$ cat src/rtl/etcap_pkg.sv
`timescale 1ns/1ps
package etcap_pkg;

    // Sequencer phases
    typedef enum logic [2:0] {
        ST_IDLE   = 3'd0,
        ST_WAIT   = 3'd1,
        ST_SETTLE = 3'd2,
        ST_DECIDE = 3'd3,
        ST_EMIT   = 3'd4
    } etcap_st_e;

    // Strict majority: twice the ones count must exceed the repetitions
    function automatic logic more_than_half(input logic [31:0] ones,
                                            input logic [31:0] reps);
        return (33'(ones) << 1) > 33'(reps);
    endfunction

endpackage

$ cat src/rtl/etcap_accum.sv
`timescale 1ns/1ps
module etcap_accum
    import etcap_pkg::*;
#(
    parameter int REP_W = 10
) (
    input  logic             clk,
    input  logic             rst,
    input  logic             clr,
    input  logic             smp,
    input  logic             bit_in,
    input  logic [REP_W-1:0] reps,
    output logic             trial_end,
    output logic             over_half
);

    logic [REP_W-1:0] rep_cnt;
    logic [REP_W-1:0] one_cnt;

    always_ff @(posedge clk) begin
        if (rst || clr) begin
            rep_cnt <= '0;
            one_cnt <= '0;
        end else if (smp) begin
            rep_cnt <= rep_cnt + 1'b1;
            one_cnt <= one_cnt + REP_W'(bit_in);
        end
    end

    assign trial_end = smp && ((rep_cnt + 1'b1) == reps);
    assign over_half = more_than_half(32'(one_cnt), 32'(reps));


    ones_bound_chk: assert property (@(posedge clk) disable iff (rst)
        one_cnt <= rep_cnt);

endmodule

$ cat src/rtl/etcap_srch.sv
`timescale 1ns/1ps
module etcap_srch #(
    parameter int CODE_W = 8
) (
    input  logic              clk,
    input  logic              rst,
    input  logic              init,
    input  logic              park,
    input  logic              decide,
    input  logic              lower,
    output logic [CODE_W-1:0] code,
    output logic              last
);

    localparam logic [CODE_W-1:0] TOP_BIT = CODE_W'(1) << (CODE_W - 1);

    logic [CODE_W-1:0] mask;
    logic [CODE_W-1:0] kept;

    assign kept = lower ? (code & ~mask) : code;
    assign last = mask[0];

    always_ff @(posedge clk) begin
        if (rst || park) begin
            code <= '0;
            mask <= '0;
        end else if (init) begin
            code <= TOP_BIT;
            mask <= TOP_BIT;
        end else if (decide) begin
            if (mask[0]) begin
                code <= kept;
                mask <= '0;
            end else begin
                code <= kept | (mask >> 1);
                mask <= mask >> 1;
            end
        end
    end


    code_drop_chk: assert property (@(posedge clk) disable iff (rst)
        (decide && lower && !park && !init) |=> (code < $past(code)));


    code_keep_chk: assert property (@(posedge clk) disable iff (rst)
        (decide && !lower && !park && !init) |=> (code >= $past(code)));

endmodule

$ cat src/rtl/etcap_tstep.sv
`timescale 1ns/1ps
module etcap_tstep #(
    parameter int PT_W  = 8,
    parameter int DLY_W = 10
) (
    input  logic             clk,
    input  logic             rst,
    input  logic             load,
    input  logic             adv,
    input  logic [DLY_W-1:0] dly0,
    input  logic [DLY_W-1:0] step,
    output logic [PT_W-1:0]  idx,
    output logic [DLY_W-1:0] dly
);

    always_ff @(posedge clk) begin
        if (rst) begin
            idx <= '0;
            dly <= '0;
        end else if (load) begin
            idx <= '0;
            dly <= dly0;
        end else if (adv) begin
            idx <= idx + 1'b1;
            dly <= dly + step;
        end
    end

endmodule

$ cat src/rtl/etcap_seq.sv
`timescale 1ns/1ps
module etcap_seq
    import etcap_pkg::*;
#(
    parameter int CODE_W = 8,
    parameter int REP_W  = 10,
    parameter int PT_W   = 8,
    parameter int DLY_W  = 10,
    parameter int SET_W  = 4
) (
    input  logic              clk,
    input  logic              rst,
    input  logic              start,
    input  logic              abort,
    input  logic [PT_W-1:0]   cfg_points,
    input  logic [DLY_W-1:0]  cfg_dly0,
    input  logic [DLY_W-1:0]  cfg_step,
    input  logic [REP_W-1:0]  cfg_reps,
    input  logic [SET_W-1:0]  cfg_settle,
    input  logic              trig,
    input  logic              cmp_bit,
    output logic [CODE_W-1:0] ref_code,
    output logic [DLY_W-1:0]  strobe_dly,
    output logic              busy,
    output logic              done,
    output logic              res_valid,
    input  logic              res_ready,
    output logic [PT_W-1:0]   res_index,
    output logic [CODE_W-1:0] res_code
);

    etcap_st_e        st;
    logic [PT_W-1:0]  pts_q;
    logic [REP_W-1:0] reps_q;
    logic [SET_W-1:0] settle_q;
    logic [SET_W-1:0] set_cnt;
    logic [DLY_W-1:0] step_q;

    logic go, empty_go, smp, emit_fire, last_pt, finish;
    logic trial_end, over_half, last_bit;
    logic acc_clr, srch_init, srch_park, srch_dec, pt_adv;
    logic [PT_W-1:0]   idx;
    logic [CODE_W-1:0] code;

    assign go        = (st == ST_IDLE) && start && !abort && (cfg_points != '0);
    assign empty_go  = (st == ST_IDLE) && start && !abort && (cfg_points == '0);
    assign smp       = (st == ST_SETTLE) && (set_cnt == '0) && !abort;
    assign emit_fire = (st == ST_EMIT) && res_ready && !abort;
    assign last_pt   = (idx == pts_q - 1'b1);
    assign finish    = emit_fire && last_pt;

    assign acc_clr   = abort || go || (st == ST_DECIDE);
    assign srch_init = go || (emit_fire && !last_pt);
    assign srch_park = abort || finish;
    assign srch_dec  = (st == ST_DECIDE) && !abort;
    assign pt_adv    = emit_fire && !last_pt;

    etcap_accum #(.REP_W(REP_W)) u_accum (
        .clk       (clk),
        .rst       (rst),
        .clr       (acc_clr),
        .smp       (smp),
        .bit_in    (cmp_bit),
        .reps      (reps_q),
        .trial_end (trial_end),
        .over_half (over_half)
    );

    etcap_srch #(.CODE_W(CODE_W)) u_srch (
        .clk    (clk),
        .rst    (rst),
        .init   (srch_init),
        .park   (srch_park),
        .decide (srch_dec),
        .lower  (over_half),
        .code   (code),
        .last   (last_bit)
    );

    etcap_tstep #(.PT_W(PT_W), .DLY_W(DLY_W)) u_tstep (
        .clk  (clk),
        .rst  (rst),
        .load (go),
        .adv  (pt_adv),
        .dly0 (cfg_dly0),
        .step (step_q),
        .idx  (idx),
        .dly  (strobe_dly)
    );

    always_ff @(posedge clk) begin
        if (rst) begin
            st       <= ST_IDLE;
            done     <= 1'b0;
            pts_q    <= '0;
            reps_q   <= '0;
            settle_q <= '0;
            step_q   <= '0;
            set_cnt  <= '0;
        end else if (abort) begin
            st   <= ST_IDLE;
            done <= 1'b0;
        end else begin
            case (st)
                ST_IDLE: begin
                    if (go) begin
                        st       <= ST_WAIT;
                        done     <= 1'b0;
                        pts_q    <= cfg_points;
                        reps_q   <= cfg_reps;
                        settle_q <= cfg_settle;
                        step_q   <= cfg_step;
                    end else if (empty_go) begin
                        done <= 1'b1;
                    end
                end
                ST_WAIT: begin
                    if (trig) begin
                        st      <= ST_SETTLE;
                        set_cnt <= settle_q;
                    end
                end
                ST_SETTLE: begin
                    if (set_cnt != '0) begin
                        set_cnt <= set_cnt - 1'b1;
                    end else begin
                        st <= trial_end ? ST_DECIDE : ST_WAIT;
                    end
                end
                ST_DECIDE: begin
                    st <= last_bit ? ST_EMIT : ST_WAIT;
                end
                ST_EMIT: begin
                    if (res_ready) begin
                        if (last_pt) begin
                            st   <= ST_IDLE;
                            done <= 1'b1;
                        end else begin
                            st <= ST_WAIT;
                        end
                    end
                end
                default: st <= ST_IDLE;
            endcase
        end
    end

    assign busy      = (st != ST_IDLE);
    assign res_valid = (st == ST_EMIT);
    assign res_index = idx;
    assign res_code  = code;
    assign ref_code  = code;


    res_hold_chk: assert property (@(posedge clk) disable iff (rst)
        (res_valid && !res_ready && !abort) |=>
            (res_valid && $stable(res_code) && $stable(res_index)));


    abort_idle_chk: assert property (@(posedge clk) disable iff (rst)
        abort |=> (!busy && !res_valid && !done));


    dly_hold_chk: assert property (@(posedge clk) disable iff (rst)
        (busy && !res_valid) |=> (strobe_dly == $past(strobe_dly)));


    busy_hold_chk: assert property (@(posedge clk) disable iff (rst)
        (busy && !res_valid && !abort) |=> busy);

endmodule

$ cat config.mk
export PLATFORM = sky130hd
export DESIGN_NAME = etcap_seq
export DESIGN_NICKNAME = d
export VERILOG_FILES = /design/src/rtl/etcap_pkg.sv /design/src/rtl/etcap_accum.sv /design/src/rtl/etcap_srch.sv /design/src/rtl/etcap_tstep.sv /design/src/rtl/etcap_seq.sv
export SDC_FILE = /design/constraint.sdc
export NUM_CORES = 1
export LEC_CHECK = 0
export ABC_CLOCK_PERIOD_IN_PS = 5780
export BUFFER_PORTS_ARGS = -buffer_cell sky130_fd_sc_hd__buf_2
export CAP_MARGIN = 20
export CORE_MARGIN = 2
export CORE_UTILIZATION = 30
export DETAILED_ROUTE_END_ITERATION = 7
export PLACE_DENSITY = 0.51
export SLEW_MARGIN = 20
export SYNTH_ARGS = -nofsm -noshare
export SYNTH_HDL_FRONTEND = slang
export SYNTH_SLANG_ARGS = --single-unit
$ cat constraint.sdc
create_clock -name clk -period 5.78 [get_ports clk]
set_input_delay 1.445 -clock clk [delete_from_list [all_inputs] [get_ports clk]]
set_output_delay 1.445 -clock clk [all_outputs]
set_load 0.005 [all_outputs]
# Word level (Yosys, flattened, before mapping)
# Cells that the tools add are included.
# op_classes
muxes	25
eq_ne	13
n_addsub	6
magnitude_cmp	1
bitwise_logic	4
reduce_logical	37
# op_table
cell	count
two-way mux 8 bit	6
two-way mux 10 bit	2
two-way mux 3 bit	5
case mux 3 bit (5 select lines)	1
logical AND 1 bit	12
AND reduction 4 bit	3
greater-than comparator 11 x 10 -> 1 bit	1
adder 10 x 1 -> 10 bit	1
adder 10 x 1 -> 10 bit (second input constant)	1
adder 10 bit	1
equality test 10 bit	1
adder 8 x 1 -> 8 bit (second input constant)	1
AND 8 bit	1
equality test 8 bit	1
zero test 8 bit	1
two-way mux 4 bit	2
NOT 8 bit	1
bitwise OR 8 x 7 -> 8 bit	1
case mux 4 bit (2 select lines)	1
nonzero test 2 bit	4
nonzero test 8 bit	1
subtractor 8 x 1 -> 8 bit (second input constant)	1
two-way mux 7 bit	1
equality test 3 x 2 -> 1 bit (second input constant)	2
18 further kinds	34
# totals
out_inout_bits	37
reg_bits	94
word_cells	101

# Logic depth before layout (Yosys ltp)
# depth
ltp_word	7
depth_mapped	9

# Cells and area by module
# Synthesis repeated with hierarchy kept, for this count alone.
# unflattened
cells_unflattened	635
area_unflattened_um2	5288.8
# modules_own_cells
mod	cells_per_inst	area_each_um2	instances
etcap_seq	259	2009.4	1
etcap_accum	167	1391.3	1
etcap_tstep	136	1161.1	1
etcap_srch	73	726.9	1

# Worst setup path after synthesis
# OpenSTA, ideal clock, no wires.
# synth_timing
kind	input port to flip-flop
from	in start
to	reg u_srch.code[4]
stages	7
t_arrival_ps	2931
setup_time_ps	132
setup_slack_ps	2717
required_time_ps	5648
cell_sequence	or4b_1 -> clkbuf_1 -> a211oi_2 -> nor3_1 -> nand2_1 -> clkbuf_1 -> a21oi_1
# synth_between
elab_chain_cells	5
# synth_rtl
element	line_no	text
start, declared	etcap_seq.sv:13	input logic start,
logical AND 1 bit (3 in a row)	etcap_seq.sv:45	assign go = (st == ST_IDLE) && start && !abort && (cfg_points != '0);
logical OR 1 bit	etcap_seq.sv:53	assign srch_init = go || (emit_fire && !last_pt);
OR reduction 2 bit (no line)	n/a	
end signal, assigned	etcap_srch.sv:32	code <= kept;
end signal, assigned	etcap_srch.sv:35	code <= kept | (mask >> 1);
end, declared	etcap_srch.sv:11	output logic [CODE_W-1:0] code,
# Every way passes these cells.
# A chain may end at the register's enable or synchronous reset.

# Worst setup path after layout
# layout_timing
from	in cfg_points[0]
to	reg u_tstep.idx[4]
# layout_between
elab_chain_cells	3
# layout_rtl
element	line_no	text
start, declared	etcap_seq.sv:15	input logic [PT_W-1:0] cfg_points,
nonzero test 8 bit	etcap_seq.sv:45	
logical AND 1 bit	etcap_seq.sv:45	
OR reduction 2 bit (no line)	n/a	
end signal, assigned	etcap_tstep.sv:24	idx <= idx + 1'b1;
end, declared	etcap_tstep.sv:12	output logic [PT_W-1:0] idx,
# Every way passes these cells.

==> flow_metrics.py <==
metrics = {
    "status": {
        "run_status": "finished, final reports clean",
    },
    "hold_path": {
        "min_path_cells": 2,
        "worstHoldPathType": "flip-flop to flip-flop",
    },
    "synth": {
        "synth_cell_type_count": 58,
        "synth-edff-count": 0,
        "synth.area.top_cells": "dfxtp_1 36%, nand2_1 7.7%, a21oi_1 6.9%",
        "syn_nets": 733,
        "synth_top_cell_area_share": 0.362,
        "synth_area_mm2": 0.00519,
        "ys_async_sr_fraction": 0,
        "yosys_warnings": 0,
        "synth_top_area_cell": "dfxtp_1",
        "synth_area_per_cell_um2": 7.89,
        "seq_area_frac_synth": 0.362,
        "ys_ff_latch": 94,
        "yosys_most_used_dff": "dfxtp_1",
        "syn_inst": 658,
    },
    "global_routing": {
        "antenna_found_initial": 0,
        "track_usage": 0.154,
        "grt_pass1_wl_um": 22600,
        "grt_pass1_vias": 4558,
        "grt_max_degree": 42,
        "gr-total-overflow": 0,
    },
    "power": {
        "ir_worst_vdd_uv": 133,
        "power_mw": 1.45,
        "powerDensity_mw_per_mm2": 241,
        "p_leak_nw": 2.32,
    },
    "critical_path": {
        "start_kind": "input pin",
        "startpoint": "cfg_points[0]",
        "reg2reg_setup_slack_ns": 2.92,
        "endpoint": "u_tstep.idx[4]",
        "cpMaxStageDelayCell": "a211o_1",
        "r2r-end": "u_tstep.dly[7]",
        "critPathMaxFanout": 26,
        "critPathMaxStageDelay_ns": 0.84,
        "critical_path_class": "input pin to flip-flop",
        "crit_arrival_ns": 3.80,
        "end_kind": "flip-flop",
        "cp.required_ns": 6.07,
        "crit_chain": "buf_2 > nor4_1 > a211o_1 > nand2_1 > nor2_1 > a41o_1",
        "reg2regPathDepth": 6,
        "worstReg2RegStart": "pts_q[2]",
    },
    "clocking": {
        "cts-resized-gates": 0,
        "clockBufferDepth": 2,
        "clk_pin_slew_ns": 0.07,
        "htree_levels": 3,
        "postCtsSetupBuffers": 0,
        "cts_made_buffers": 9,
        "clk_latency_ns": 0.34,
        "root_buffer": "clkbuf_16",
        "ctsHoldBuffers": 0,
        "cts_tree": "done",
        "cts_num_sinks": 94,
    },
    "drt": {
        "routed_wl_um": 13900,
        "route.detailed.drc": 0,
        "postRouteAntennaNets": 0,
        "wire_per_inst_um": 14.7,
        "avgViaCountPerCell": 5.12,
        "firstDrtPassIters": 4,
        "drt_iter0_drc": 253,
        "vias": 4851,
    },
    "timing": {
        "setup_viol": 0,
        "finalHoldViolCount": 0,
        "slew_headroom": 0.361,
        "clock.fmax_ghz": 0.285,
        "period_needed_ns": 3.51,
        "worstMarginPinSlew_ns": 0.948,
        "fin_tns_setup_ns": 0,
        "fin_skew_ns": 0.00468,
        "final.period_utilization": 0.608,
        "rsz0062_at_grt": "no",
        "drv_slew": 0,
    },
    "die": {
        "core_area_mm2": 0.0171,
        "die_height_um": 136,
        "rows": 48,
        "die-area_mm2": 0.0184,
        "start_util": 0.303,
        "die_w_um": 136,
        "io-pin-count": 86,
    },
    "cells_and_area": {
        "fillers": 1819,
        "layout_commonest_cell": "nand2_1",
        "final_cell_mix": "107 x nand2_1, 94 x dfxtp_1, 85 x buf_2",
        "area_growth_pct": 16.4,
        "fin_util": 0.353,
        "fin_area_mm2": 0.00604,
        "drive_gt1_frac": 0.163,
        "layout.nets": 792,
        "antennaDiodeCount": 0,
    },
    "place": {
        "gp_congestion": 0.892,
        "io_buffers": 85,
        "place_area_mm2": 0.00573,
        "post-dp-hpwl_um": 10300,
    },
    "run": {
        "drv_cap": 0,
    },
}
## cell families after synthesis
group,after synthesis,share of synthesized area
buffers and inverters,72,0.0615
flip-flops,94,0.362
multiplexers,1,0.00193
AO/OA/AOI/OAI,181,0.222
AND/OR/NAND/NOR,244,0.221
adder cells (fa/ha/maj),26,0.0641
XOR/XNOR,40,0.0675
## power by group
part	switching [mW]	leakage, nW	internal, mW
clock network	0.258	0.149	0.361
logic	0.0885	1.41	0.0626
registers	0.0186	0.763	0.665
total	0.365	2.32	1.09
## flip-flops by register name, indices dropped and copies added, names as in the netlist, 8 cells and up
signal	cells
u_accum.one_cnt	10
u_srch.mask	8
step_q	10
u_tstep.idx	8
pts_q	8
u_srch.code	8
u_tstep.dly	10
u_accum.rep_cnt	10
reps_q	10
## metal layers
metal  track usage  wire length [um]
met2         0.257              6530
met3        0.0236               620
met1         0.198              6490
met4        0.0654               307
met5             0                 0
## layout make-up
class	instances	area (um^2)	share of cell area
clock buffer	12	256	0.0424
clock inverter	4	55.1	0.00911
inverter	32	120	0.0199
multi-input combinational	492	3000	0.496
sequential	94	1880	0.311
tap	225	282	0.0466
timing repair buffer	88	448	0.0741
## worst max-delay path, delay by kind of cell
kind	cells	cell delay [ns]
and+or+nand+nor	3	1.22
buffers and inverters	1	0.11
AOI/OAI and AO/OA	2	1.02
## worst min path at each step
| stage | from | to | slack (ns) |
|---|---|---|---|
| 3_3_place_gp | settle_q[2] | settle_q[2] | 0.45 |
| 3_5_place_dp | settle_q[1] | settle_q[1] | 0.45 |
| 6_report | settle_q[1] | settle_q[1] | 0.46 |
| 5_1_grt | settle_q[1] | settle_q[1] | 0.48 |
| 4_1_cts | settle_q[1] | settle_q[1] | 0.46 |
| 2_1_floorplan | settle_q[0] | settle_q[0] | 0.44 |
## cell usage after synthesis, types with 4 or more instances
cell and instances:
nand3_1 19, nor3_1 16, o21a_1 6, or2_2 6, o31ai_1 5, nor2_1 45, inv_1 32, o21ai_1 6
a21oi_1 72, xor2_1 16, and2_1 4, xnor2_1 24, nor4_1 6, clkbuf_1 28, o21ai_0 37, o2111ai_1 9
a41o_1 4, a211o_1 4, ha_1 25, nand2b_1 7, nand4_1 5, a31oi_1 10, o22ai_1 5, a211oi_1 4
or3_1 7, buf_4 10, nand2_1 107, dfxtp_1 94
## metrics by stage
stage	std cells	setup slack, ns	hold slack, ns
after global routing	947	2.05	0.479
after global placement	931	2.03	0.451
final	947	2.27	0.459
after detailed placement	931	1.89	0.450
after floorplan	658	2.72	0.437
after CTS	947	2.27	0.460
No activity file was read; power rests on OpenSTA's default activity.
